### config.mk
export PLATFORM = sky130hd
export DESIGN_NAME = pirq_ctrl
export DESIGN_NICKNAME = d
export VERILOG_FILES = /design/src/rtl/pirq_pkg.sv /design/src/rtl/pirq_sync.sv /design/src/rtl/pirq_detect.sv /design/src/rtl/pirq_regs.sv /design/src/rtl/pirq_ctrl.sv
export SDC_FILE = /design/constraint.sdc
export NUM_CORES = 1
export LEC_CHECK = 0
export BUFFER_PORTS_ARGS = -buffer_cell sky130_fd_sc_hd__buf_2
export CAP_MARGIN = 10
export CORE_ASPECT_RATIO = 0.75
export CORE_MARGIN = 8
export CORE_UTILIZATION = 53
export CTS_BUF_LIST = sky130_fd_sc_hd__clkbuf_4 sky130_fd_sc_hd__clkbuf_8 sky130_fd_sc_hd__clkbuf_16
export DETAILED_ROUTE_END_ITERATION = 10
export PLACE_DENSITY_LB_ADDON = 0.15
export SETUP_SLACK_MARGIN = 0.3
export SLEW_MARGIN = 30
export SYNTH_ARGS = -nofsm -noshare
export SYNTH_HDL_FRONTEND = slang
export SYNTH_SLANG_ARGS = --single-unit
export TNS_END_PERCENT = 20
### constraint.sdc
create_clock -name clk_i -period 2.8 [get_ports clk_i]
set_input_delay 0.56 -clock clk_i [delete_from_list [all_inputs] [get_ports clk_i]]
set_output_delay 0.56 -clock clk_i [all_outputs]
set_load 0.02 [all_outputs]
### src/rtl/pirq_pkg.sv
package pirq_pkg;
  localparam int DW        = 32;
  localparam int NUM_WORDS = 10;
  localparam int ADDR_W    = $clog2(NUM_WORDS * 4);
  localparam int IDX_W     = ADDR_W - 2;

  localparam logic [IDX_W-1:0] IX_MSK_SET = 4'd0;
  localparam logic [IDX_W-1:0] IX_MSK_CLR = 4'd1;
  localparam logic [IDX_W-1:0] IX_REQ     = 4'd2;
  localparam logic [IDX_W-1:0] IX_ASG     = 4'd3;
  localparam logic [IDX_W-1:0] IX_EDG_SET = 4'd4;
  localparam logic [IDX_W-1:0] IX_EDG_CLR = 4'd5;
  localparam logic [IDX_W-1:0] IX_INV_SET = 4'd6;
  localparam logic [IDX_W-1:0] IX_INV_CLR = 4'd7;
  localparam logic [IDX_W-1:0] IX_PSTATE  = 4'd8;
  localparam logic [IDX_W-1:0] IX_LATCH   = 4'd9;

  function automatic logic [DW-1:0] asg_reset(input int id);
    case (id)
      1:       return 32'h0101_0000;
      3:       return 32'h0202_0303;
      default: return 32'h0000_0101;
    endcase
  endfunction
endpackage

### src/rtl/pirq_sync.sv
module pirq_sync #(
  parameter int W = 32
) (
  input  logic         clk_i,
  input  logic         rst_ni,
  input  logic [W-1:0] d_i,
  output logic [W-1:0] q_o
);
  logic [W-1:0] s1_q, s2_q;
  logic [1:0]   warm_q;

  always_ff @(posedge clk_i or negedge rst_ni) begin
    if (!rst_ni) begin
      s1_q   <= '0;
      s2_q   <= '0;
      warm_q <= '0;
    end else begin
      s1_q <= d_i;
      s2_q <= s1_q;
      if (warm_q != 2'd3) warm_q <= warm_q + 2'd1;
    end
  end

  assign q_o = s2_q;

  AST_SYNC_LAT: assert property (@(posedge clk_i) disable iff (!rst_ni)
    (warm_q >= 2'd2) |-> (q_o == $past(d_i, 2)));
endmodule

### src/rtl/pirq_detect.sv
module pirq_detect #(
  parameter int W = 32
) (
  input  logic         clk_i,
  input  logic         rst_ni,
  input  logic [W-1:0] sync_i,
  input  logic [W-1:0] inv_i,
  input  logic [W-1:0] edge_i,
  input  logic [W-1:0] clr_i,
  output logic [W-1:0] lvl_o,
  output logic [W-1:0] latch_o
);
  logic [W-1:0] prev_q, latch_q;

  assign lvl_o = sync_i ^ inv_i;

  for (genvar i = 0; i < W; i++) begin : g_pin
    logic rise;
    assign rise = lvl_o[i] & ~prev_q[i];
    always_ff @(posedge clk_i or negedge rst_ni) begin
      if (!rst_ni) begin
        prev_q[i]  <= 1'b0;
        latch_q[i] <= 1'b0;
      end else begin
        prev_q[i] <= lvl_o[i];
        if (edge_i[i]) latch_q[i] <= (latch_q[i] & ~clr_i[i]) | rise;
        else           latch_q[i] <= lvl_o[i];
      end
    end
  end

  assign latch_o = latch_q;

  AST_LEVEL_TRACK: assert property (@(posedge clk_i) disable iff (!rst_ni)
    1'b1 |=> ((latch_q & ~$past(edge_i)) == ($past(lvl_o) & ~$past(edge_i))));

  AST_EDGE_HOLD: assert property (@(posedge clk_i) disable iff (!rst_ni)
    1'b1 |=> (($past(latch_q & edge_i & ~clr_i) & ~latch_q) == '0));
endmodule

### src/rtl/pirq_regs.sv
module pirq_regs
  import pirq_pkg::*;
#(
  parameter int INST_ID = 0
) (
  input  logic              clk_i,
  input  logic              rst_ni,
  input  logic              req_i,
  input  logic              we_i,
  input  logic              full_i,
  input  logic [ADDR_W-1:0] addr_i,
  input  logic [DW-1:0]     wdata_i,
  input  logic [DW-1:0]     pstate_i,
  input  logic [DW-1:0]     latch_i,
  output logic [DW-1:0]     rdata_o,
  output logic              err_o,
  output logic [DW-1:0]     mask_o,
  output logic [DW-1:0]     edge_o,
  output logic [DW-1:0]     inv_o,
  output logic [DW-1:0]     clr_o
);
  localparam logic [DW-1:0] ASG_RST = asg_reset(INST_ID);

  logic [DW-1:0]    mask_q, edge_q, inv_q, asg_q;
  logic [IDX_W-1:0] idx;
  logic             bad, wr_ok, rd_ok;

  assign idx   = addr_i[ADDR_W-1:2];
  assign bad   = !full_i || (addr_i[1:0] != 2'b00) || (int'(idx) >= NUM_WORDS);
  assign err_o = req_i && bad;
  assign wr_ok = req_i && we_i && !bad;
  assign rd_ok = req_i && !we_i && !bad;

  always_ff @(posedge clk_i or negedge rst_ni) begin
    if (!rst_ni) begin
      mask_q <= '0;
      edge_q <= '0;
      inv_q  <= '0;
      asg_q  <= ASG_RST;
    end else if (wr_ok) begin
      case (idx)
        IX_MSK_SET: mask_q <= mask_q | wdata_i;
        IX_MSK_CLR: mask_q <= mask_q & ~wdata_i;
        IX_ASG:     asg_q  <= wdata_i;
        IX_EDG_SET: edge_q <= edge_q | wdata_i;
        IX_EDG_CLR: edge_q <= edge_q & ~wdata_i;
        IX_INV_SET: inv_q  <= inv_q | wdata_i;
        IX_INV_CLR: inv_q  <= inv_q & ~wdata_i;
        default: ;
      endcase
    end
  end

  // request and latch addresses clear captured edges
  assign clr_o = (wr_ok && (idx == IX_REQ || idx == IX_LATCH)) ? wdata_i : '0;

  always_comb begin
    rdata_o = '0;
    if (rd_ok) begin
      case (idx)
        IX_MSK_SET, IX_MSK_CLR: rdata_o = mask_q;
        IX_REQ:                 rdata_o = latch_i & mask_q;
        IX_ASG:                 rdata_o = asg_q;
        IX_EDG_SET, IX_EDG_CLR: rdata_o = edge_q;
        IX_INV_SET, IX_INV_CLR: rdata_o = inv_q;
        IX_PSTATE:              rdata_o = pstate_i;
        IX_LATCH:               rdata_o = latch_i;
        default:                rdata_o = '0;
      endcase
    end
  end

  assign mask_o = mask_q;
  assign edge_o = edge_q;
  assign inv_o  = inv_q;

  AST_ERR_NO_EFFECT: assert property (@(posedge clk_i) disable iff (!rst_ni)
    err_o |=> ($stable(mask_q) && $stable(edge_q) && $stable(inv_q) && $stable(asg_q)));

  AST_MASK_SET: assert property (@(posedge clk_i) disable iff (!rst_ni)
    (wr_ok && idx == IX_MSK_SET) |=> ((mask_q & $past(wdata_i)) == $past(wdata_i)));

  AST_MASK_CLR: assert property (@(posedge clk_i) disable iff (!rst_ni)
    (wr_ok && idx == IX_MSK_CLR) |=> ((mask_q & $past(wdata_i)) == '0));

  AST_SET_KEEPS: assert property (@(posedge clk_i) disable iff (!rst_ni)
    (wr_ok && idx == IX_INV_SET) |=> ((inv_q & ~$past(wdata_i)) == ($past(inv_q) & ~$past(wdata_i))));
endmodule

### src/rtl/pirq_ctrl.sv
module pirq_ctrl
  import pirq_pkg::*;
#(
  parameter int INST_ID = 0
) (
  input  logic              clk_i,
  input  logic              rst_ni,
  input  logic [DW-1:0]     pin_i,
  input  logic              req_i,
  input  logic              we_i,
  input  logic              full_i,
  input  logic [ADDR_W-1:0] addr_i,
  input  logic [DW-1:0]     wdata_i,
  output logic [DW-1:0]     rdata_o,
  output logic              err_o,
  output logic              irq_o
);
  logic [DW-1:0] sync, lvl, latch, mask, edge_sel, inv, clr;

  pirq_sync #(.W(DW)) u_sync (
    .clk_i(clk_i), .rst_ni(rst_ni), .d_i(pin_i), .q_o(sync)
  );

  pirq_detect #(.W(DW)) u_detect (
    .clk_i(clk_i), .rst_ni(rst_ni), .sync_i(sync), .inv_i(inv),
    .edge_i(edge_sel), .clr_i(clr), .lvl_o(lvl), .latch_o(latch)
  );

  pirq_regs #(.INST_ID(INST_ID)) u_regs (
    .clk_i(clk_i), .rst_ni(rst_ni), .req_i(req_i), .we_i(we_i),
    .full_i(full_i), .addr_i(addr_i), .wdata_i(wdata_i),
    .pstate_i(lvl), .latch_i(latch), .rdata_o(rdata_o), .err_o(err_o),
    .mask_o(mask), .edge_o(edge_sel), .inv_o(inv), .clr_o(clr)
  );

  assign irq_o = |(latch & mask);

  AST_IRQ_RESET: assert property (@(posedge clk_i) disable iff (!rst_ni)
    $rose(rst_ni) |-> !irq_o);
endmodule

Yosys cells after proc, flatten, opt, wreduce, memory -nomap -nowiden
Cells that the tools add are included.
{"block": "classes", "n_mux": 38, "n_lt_le_gt_ge": 1, "n_eq_ne": 9, "reduce_logical": 25, "bitwise": 169}
{"op": "32-bit case mux with 7 select lines", "n": 1}
{"op": "32-bit case mux with 2 select lines", "n": 3}
{"op": "32-bit bitwise AND", "n": 4}
{"op": "32-bit OR", "n": 3}
{"op": "1-bit bitwise AND", "n": 64}
{"op": "32-bit two-way mux", "n": 2}
{"op": "1-bit NOT", "n": 64}
{"op": "1-bit two-way mux", "n": 32}
{"op": "32-bit NOT", "n": 1}
{"op": "1-bit OR", "n": 32}
{"op": "32-bit OR reduction", "n": 1}
{"op": "32-bit bitwise XOR", "n": 1}
{"op": "4-bit by 3-bit equality test with 1-bit output, second input constant", "n": 4}
{"op": "4-bit by 2-bit equality test with 1-bit output, second input constant", "n": 2}
{"op": "4-bit equality test, second input constant", "n": 2}
{"op": "2-bit AND reduction", "n": 4}
{"op": "2-bit nonzero test", "n": 4}
{"op": "1-bit logical AND", "n": 6}
{"op": "2-bit OR reduction", "n": 3}
{"op": "4-bit by 1-bit equality test with 1-bit output, second input constant", "n": 1}
{"op": "4-bit greater-or-equal comparator, second input constant", "n": 1}
{"op": "4-bit logical NOT", "n": 1}
{"op": "1-bit logical NOT", "n": 3}
{"op": "1-bit logical OR", "n": 3}
{"block": "totals", "regBits": 256, "wordCells": 312, "input_bits": 75, "output_inout_bits": 34}

Longest topological paths before layout
Gate-level depths: netlist (run 1).
{"block": "logic_depth", "ltp_word": 11, "depth_mapped": 7, "depth_no_buf": 4}

Modules after synthesis
Synthesis (run 1) repeated with hierarchy kept, for this count alone.
{"block": "hier_totals", "cells_unflattened": 1029, "area_unflattened_um2": 11487.3}
{"module": "pirq_regs", "area_per_inst_um2": 7285.7, "cells_each": 752, "n_inst": 1}
{"module": "pirq_detect", "area_per_inst_um2": 2442.3, "cells_each": 192, "n_inst": 1}
{"module": "pirq_sync", "area_per_inst_um2": 1601.5, "cells_each": 64, "n_inst": 1}
{"module": "pirq_ctrl", "area_per_inst_um2": 157.7, "cells_each": 21, "n_inst": 1}

Worst setup path before layout (run 1)
Ideal clock, no wire load.
{"block": "synth_path", "kind": "input port to output port", "startpoint": "in addr_i[4]", "endpoint": "out rdata_o[10]", "arrival_ns": 2.122, "n_path_buf": 2, "path_slack_ns": 0.118, "path_stages": 5, "path_cell_list": "buf_1 nor4b_1 clkbuf_1 a22oi_1 a31oi_1"}
{"block": "synth_between", "elab_chain_len": 5, "elab_cells_between_ends": 19, "cone_classes": "1 x order compare; 9 x eq/ne; 2 x mux; 7 x reduce/logical"}
{"item": "start: declaration", "line": "pirq_ctrl.sv:12", "source": "input logic [ADDR_W-1:0] addr_i,"}
{"item": "4-bit greater-or-equal comparator", "line": "pirq_regs.sv:29", "source": "assign bad = !full_i || (addr_i[1:0] != 2'b00) || (int'(idx) >= NUM_WORDS);"}
{"item": "1-bit logical OR", "line": "pirq_regs.sv:29"}
{"item": "1-bit logical NOT", "line": "pirq_regs.sv:32", "source": "assign rd_ok = req_i && !we_i && !bad;"}
{"item": "1-bit logical AND", "line": "pirq_regs.sv:32"}
{"item": "32-bit two-way mux *", "line": "pirq_regs.sv:59", "source": "if (rd_ok) begin"}
{"item": "end: declaration", "line": "pirq_ctrl.sv:14", "source": "output logic [DW-1:0] rdata_o,"}
Every way passes the cells marked *; elsewhere a longest branch is shown, timed or not.

Final worst setup path (run 1)
{"block": "layout_path", "startpoint": "reg u_detect.latch_q[29], in the netlist u_detect.latch_o[29]", "endpoint": "out irq_o"}
{"block": "layout_between", "elab_chain_len": 2}
{"item": "start: declaration", "line": "pirq_detect.sv:13", "source": "logic [W-1:0] prev_q, latch_q;"}
{"item": "start signal: indexed assignment", "line": "pirq_detect.sv:26", "source": "if (edge_i[i]) latch_q[i] <= (latch_q[i] & ~clr_i[i]) | rise;"}
{"item": "start signal: indexed assignment", "line": "pirq_detect.sv:27", "source": "else latch_q[i] <= lvl_o[i];"}
{"item": "32-bit bitwise AND", "line": "pirq_ctrl.sv:36", "source": "assign irq_o = |(latch & mask);"}
{"item": "32-bit OR reduction", "line": "pirq_ctrl.sv:36"}
{"item": "end: declaration", "line": "pirq_ctrl.sv:16", "source": "output logic irq_o"}
Every way passes these cells.

==> metrics.txt, run 1 <==
H-tree Lvls=1; ANT nets after route=0; critical path type=reg -> out; type of origin of the critical path=register; core area=0.02107 mm²; Die Height=142.5 µm; Syn. warnings=0; Total Routing Usage GR=23.81%; setup tns final=0 ns; Final min period=2.644 ns; CTS Sinks=256; Netlist Area Pre-Place=0.01131 mm²; Final Hold Vio Count=14; sw frac=24.43%; Peak VDD IR=0.4400 mV; Post-CTS Hold Buffers=0; final wirelength=30.77 mm; Final GP Congestion=0.8228; number of synthesized register bits=256; worst reg2reg setup slack=1.78 ns; HPWL Detailed=19.38 mm; Seq pwr share=47.6%; unrepaired setup endpoints after global routing=yes; Int Pwr=6.562 mW; Worst Skew=0.01475 ns; CP required=2.24 ns; failing checks=negative hold slack; first-pass iteration count of the detailed router=7; dpl ws=0.1175 ns; worst setup margin=0.1559 ns; Post-Synthesis Cells=1096; WHS=-0.03873 ns; Tcrit/Tclk final=94.43%; TritonCTS clock tree=done; Clock Power Share=43.7%; share of layout cells above drive strength 1=20.28%; die area=0.02631 mm²; initial antenna violation count=0; syn_area_per_cell=10.32 µm²; reg2reg path depth=2; DR iter-0 viols=824; I/O Buffers=108; Area Overhead vs Synth=23.66%; clk buf depth=3; routed vias=8635; f_max=378.2 MHz; Top Ports=109; logic gate share of total power=8.8%; CTS root buf=clkbuf_16; largest net degree at the start of global routing=97; PwrDens=621.0 mW/mm²; clock latency on the worst-skew pair=0.53 ns; total gr overflow=0; Final setup viols=0; vias in the first global route=8726; Crit. End Element=primary output; Worst slew margin=60.66%; first-pass GRT wire length=49.71 mm; switching pwr=2.122 mW; Syn Nets=1171; Die Wd=184.7 µm; initial core utilization=53.68%; leakage=6.923 nW; maxcap violations=0; row cnt=46; status=finished, violations left; crit path DAT=2.08 ns; CTS Buf Count=26; post-synthesis sequential area ratio=56.68%; Worst R2R End=u_detect.latch_o[6]; nets@finish=1284; Via density=5.692; Slew Limit Fails=0; distinct cell type count after synthesis=33; Worst Hold Class=in -> async; routed len/inst=20.28 µm; Worst Tran Pin Value=0.5902 ns; crit path max fanout=3; clock slew at reported path FFs=0.06 ns; DRC Markers=0
[per-layer routing]
layer	GRT usage (%)	share of wire [%]
met5	0	0
met4	6.849	2.5
met3	4.694	7.5
met2	36.20	45
met1	34.23	45
[worst max path at each step]
stage,cells past startpoint,endpoint,start
after floorplan,5,rdata_o[10],addr_i[1]
after global placement,7,rdata_o[4],addr_i[3]
after detailed placement,7,rdata_o[15],addr_i[1]
after CTS,7,rdata_o[4],addr_i[2]
after global routing,7,rdata_o[20],addr_i[2]
final,4,irq_o,u_detect.latch_o[29]
[cells in the final DEF, fill, tap and decap left out, types with 3 or more instances in the layout]
| cell type | count |
|---|---|
| a21oi_1 | 32 |
| a22oi_1 | 43 |
| a22oi_2 | 5 |
| a31oi_4 | 30 |
| a32o_1 | 32 |
| buf_12 | 11 |
| buf_2 | 86 |
| buf_4 | 43 |
| buf_6 | 7 |
| bufinv_16 | 4 |
| clkbuf_16 | 27 |
| clkbuf_4 | 3 |
| clkbuf_8 | 7 |
| clkinv_2 | 4 |
| dfrtp_1 | 254 |
| inv_1 | 96 |
| mux2_1 | 31 |
| mux2i_1 | 96 |
| nand2_1 | 259 |
| nand4_1 | 5 |
| o21ai_0 | 48 |
| o21ai_1 | 47 |
| xor2_1 | 32 |
[cells by family (layout without fill, tap and decap cells)]
| kind of cell | Yosys count | count (layout) | share of synthesized area, % |
|---|---|---|---|
| XOR/XNOR | 32 | 32 | 2.479 |
| flip-flops | 256 | 256 | 56.68 |
| buffers and inverters | 161 | 293 | 5.599 |
| other | 0 | 1 | 0 |
| AO/OA/AOI/OAI | 242 | 242 | 13.77 |
| multiplexers | 128 | 128 | 11.69 |
| AND/OR/NAND/NOR | 277 | 277 | 9.793 |
[area by class of cell]
type / instances / area (µm²)
Fill cell: 1681 / 7083
Clock buffer: 37 / 794.5
Inverter: 97 / 364.1
Tap cell: 288 / 360.3
Timing Repair Buffer: 149 / 1082
Antenna cell: 1 / 2.502
Clock inverter: 10 / 155.1
Sequential cell: 256 / 6409
Multi-Input combinational cell: 679 / 4815
[synthesized netlist by cell type]
master	count	share of area, %
dfrtp_1	254	56
mux2_2	1	0.10
xor2_1	32	2.5
a2111oi_4	1	0.24
nor4b_1	1	0.077
or4b_4	1	0.12
nor2_1	1	0.033
nor4_2	1	0.11
o21ai_0	48	2.1
mux2i_1	96	8.5
nand4_1	5	0.28
buf_6	3	0.30
a31oi_1	32	1.8
inv_2	1	0.033
a21oi_1	32	1.4
nor2b_1	1	0.055
inv_1	96	3.2
or4bb_1	1	0.10
nand2_1	259	8.6
or3b_2	1	0.077
nor3_1	2	0.089
mux2_1	31	3.1
a32o_1	32	2.8
a22oi_1	48	3.2
dfstp_2	2	0.46
or4_1	1	0.066
buf_2	5	0.22
buf_1	7	0.23
nand3b_1	2	0.13
o21ai_1	48	2.1
clkbuf_1	49	1.6
nor4_1	1	0.055
o21a_1	1	0.066
[stage by stage]
step | power (mW) | instances | instance area [µm²] | hold slack [ns] | util [%]
final | 8.683 | 1517 | 13980 | -0.03873 | 66.38
after global routing | 9.004 | 1516 | 13980 | 0.006748 | 66.36
after CTS | 8.726 | 1516 | 13950 | 0.003356 | 66.21
after detailed placement | 4.927 | 1466 | 12850 | 0.3347 | 61.00
after global placement | 4.909 | 1466 | 12850 | 0.3320 | 61.00
after floorplan | 4.557 | 1096 | 11790 | 0.2644 | -
[power by group through the flow]
stage / clock network, mW / logic, mW / registers, mW
after global routing: 4.00 / 0.846 / 4.15
after floorplan: 0 / 0.438 / 4.12
final: 3.79 / 0.760 / 4.13
after global placement: 0 / 0.727 / 4.18
after detailed placement: 0 / 0.740 / 4.19
after CTS: 3.84 / 0.760 / 4.13
[critical path: stages, from the launching register on]
cell and delay, ns:
dfrtp_1 0.43, a22oi_2 0.25, nand4_1 0.12, or4_4 0.57, buf_4 0.18
[repair_timing]
action / 4_1_cts / 5_1_grt
setup endpoints to repair: 33 / 33
gates cloned: 0 / 0
pin swaps: 4 / 2
setup buffers: 3 / 0
resized for setup: 37 / 10
Note: power is estimated with default switching activity, not from simulation.
==> inputs of run 2 (changes only) <==
==> constraint.sdc (replaced) <==
create_clock -name clk_i -period 2.15 [get_ports clk_i]
set_input_delay 0.43 -clock clk_i [delete_from_list [all_inputs] [get_ports clk_i]]
set_output_delay 0.43 -clock clk_i [all_outputs]
set_load 0.02 [all_outputs]
==> run 2 against run 1 <==
- the run ends with negative setup slack left
- design area rose by 6.8%
- power rose by 29%
- worst hold slack improved by 0.055 ns
- flip-flop and latch count did not move
- sequential power increased by 31%
- setup slack worse by 0.46 ns
- sequential share of layout area shrank 2.9 points
- via count is 5.3% higher
- critical path depth is the same
- highest routed layer unchanged
==> metrics.txt, run 2 (synthesis gave the netlist of run 1 again) <==
ANT nets after route=0 (unchanged); Die Height=142.5 µm (unchanged); worst setup margin=-0.3039 ns (-0.4598 ns); crit path DAT=2.02 ns (-0.06 ns); row cnt=46 (unchanged); initial antenna violation count=0 (unchanged); reg2reg path depth=2 (unchanged); first-pass iteration count of the detailed router=6 (-1); DR iter-0 viols=840 (+1.9%); Via density=5.810 (+2.1%); nets@finish=1333 (+3.8%); Final Hold Vio Count=0 (-14); placed cell area=0.01302 mm² (+1.3%); logic gate share of total power=10.2% (+1.4 points); Top Ports=109 (unchanged); sw frac=24.94% (+0.51 points); multi-input logic area=0.005069 mm² (+5.3%); Worst R2R End=u_detect.latch_o[21]; leakage=7.329 nW (+5.9%); final wirelength=33.15 mm (+7.7%); post-route cell area=0.01493 mm² (+6.8%); routed len/inst=21.18 µm (+4.4%); fillers=1535 (-8.7%); TritonCTS clock tree=done; Die Wd=184.7 µm (unchanged); vias in the first global route=9197 (+5.4%); total gr overflow=0 (unchanged); failing checks=negative setup slack; CTS Buf Count=25 (-3.8%); WHS=0.01588 ns (+0.05461 ns); Peak VDD IR=0.7026 mV (+60%); initial core utilization=53.68% (unchanged); worst reg2reg setup slack=1.13 ns (-0.65 ns); maxcap violations=0 (unchanged); Worst slew margin=37.83% (-23 points); Seq pwr share=48.2% (+0.6 points); unrepaired setup endpoints after global routing=yes; first-pass GRT wire length=51.94 mm (+4.5%); Final GP Congestion=0.8776 (+6.7%); crit path max fanout=3 (unchanged); dpl ws=-0.2809 ns (-0.3984 ns); I/O Buffers=108 (unchanged); Clock Power Share=41.6% (-2.1 points); clock latency on the worst-skew pair=0.52 ns (about the same); die area=0.02631 mm² (unchanged); Slew Limit Fails=0 (unchanged); setup tns final=-7.377 ns (-7.377 ns); clk buf depth=3 (unchanged); PwrDens=749.3 mW/mm² (+21%); HPWL Detailed=20.72 mm (+6.9%); critical path type=reg -> out; most frequent cells in the layout=254 x dfrtp_1, 212 x nand2_1, 96 x mux2i_1, 96 x inv_1, 70 x buf_2; Tcrit/Tclk final=114.1%; Area Overhead vs Synth=32.03%; core area=0.02107 mm² (unchanged); crit path to=irq_o; Worst Hold Class=in -> reg; Total Routing Usage GR=25.12% (+1.3 points); slowest CP cell=or4_4; H-tree Lvls=1 (unchanged); Final setup viols=33 (+33); crit-path cells=a22oi_2 -> nand4_1 -> or4_4 -> buf_6; Placed Cells=1480 (+0.95%); routed vias=9092 (+5.3%); register area=0.006409 mm² (unchanged); Worst Skew=0.006239 ns (-0.008514 ns); Worst Tran Pin Value=0.9325 ns (+0.3424 ns); share of layout cells above drive strength 1=26.88% (+6.6 points); status=finished, violations left; Setup crit start=u_detect.latch_o[19]; Int Pwr=8.396 mW (+28%); type of origin of the critical path=register; switching pwr=2.790 mW (+32%); f_max=407.5 MHz; CTS Sinks=256 (unchanged); DRC Markers=0 (unchanged); largest net degree at the start of global routing=78 (-20%); CTS root buf=clkbuf_16; Final Non-Filler Cells=1565 (+3.2%); clock slew at reported path FFs=0.06 ns (about the same); post-layout util=70.87% (+4.5 points); total power draw=11.19 mW (+29%); CP required=1.72 ns (-0.52 ns); most common cell after layout, fill and taps aside=dfrtp_1; crit-path max cell delay=0.55 ns (-0.02 ns); Crit. End Element=primary output; Final min period=2.454 ns
-- run 2: power by group through the flow --
stage / clock network (mW) / logic, mW / registers [mW]
5_1_grt: 4.94 / 1.26 / 5.42
2_1_floorplan: 0 / 0.586 / 5.36
3_3_place_gp: 0 / 0.978 / 5.45
4_1_cts: 4.73 / 1.09 / 5.38
3_5_place_dp: 0 / 0.996 / 5.45
6_report: 4.65 / 1.14 / 5.39
-- run 2: final cells by class --
type	instances	share of cell area (%)
inverters	97	2.439
clock buffers	33	4.760
flip-flops and latches	256	42.93
diodes	1	0.01676
multi-input cells	679	33.95
clock inverters	12	1.073
well taps	288	2.414
repair buffers	199	12.42
-- run 2: worst min path at each step --
stage	to	slack (ns)	cells after the start	from
floorplan	asynchronous set/reset pin	0.13	0	rst_ni
global placement	u_sync.q_o[29]	0.33	0	u_sync.s1_q[29]
detailed placement	u_sync.q_o[1]	0.33	0	u_sync.s1_q[1]
CTS	u_sync.s1_q[11]	0.0004	1	pin_i[11]
global route	u_sync.s1_q[19]	0.0008	1	pin_i[19]
finish	u_sync.s1_q[4]	0.02	1	pin_i[4]
-- run 2: worst max-delay path: cells and delay by family, from the launching register on --
| family | cells | cell delay, ns |
|---|---|---|
| simple gates | 2 | 0.67 |
| flops | 1 | 0.42 |
| buf+inv | 1 | 0.15 |
| compound gates | 1 | 0.26 |
-- run 2: layer usage --
layer	vias to the layer above	part of all wire, %	GRT usage [%]
met1	4577	43	35.19
met5	-	0	0
li1	4072	-	-
met2	365	47	39.31
met4	0	2.9	7.899
met3	78	7.3	4.490
-- run 2: timing repair --
| item | 4_1_cts | 5_1_grt |
|---|---|---|
| setup buffers | 6 | 7 |
| pin swaps | 14 | 61 |
| setup endpoints to repair | 34 | 60 |
| hold buffers | 19 | 3 |
| resized for setup | 106 | 76 |
| hold endpoints to repair | 60 | 3 |
| gates cloned | 2 | 2 |
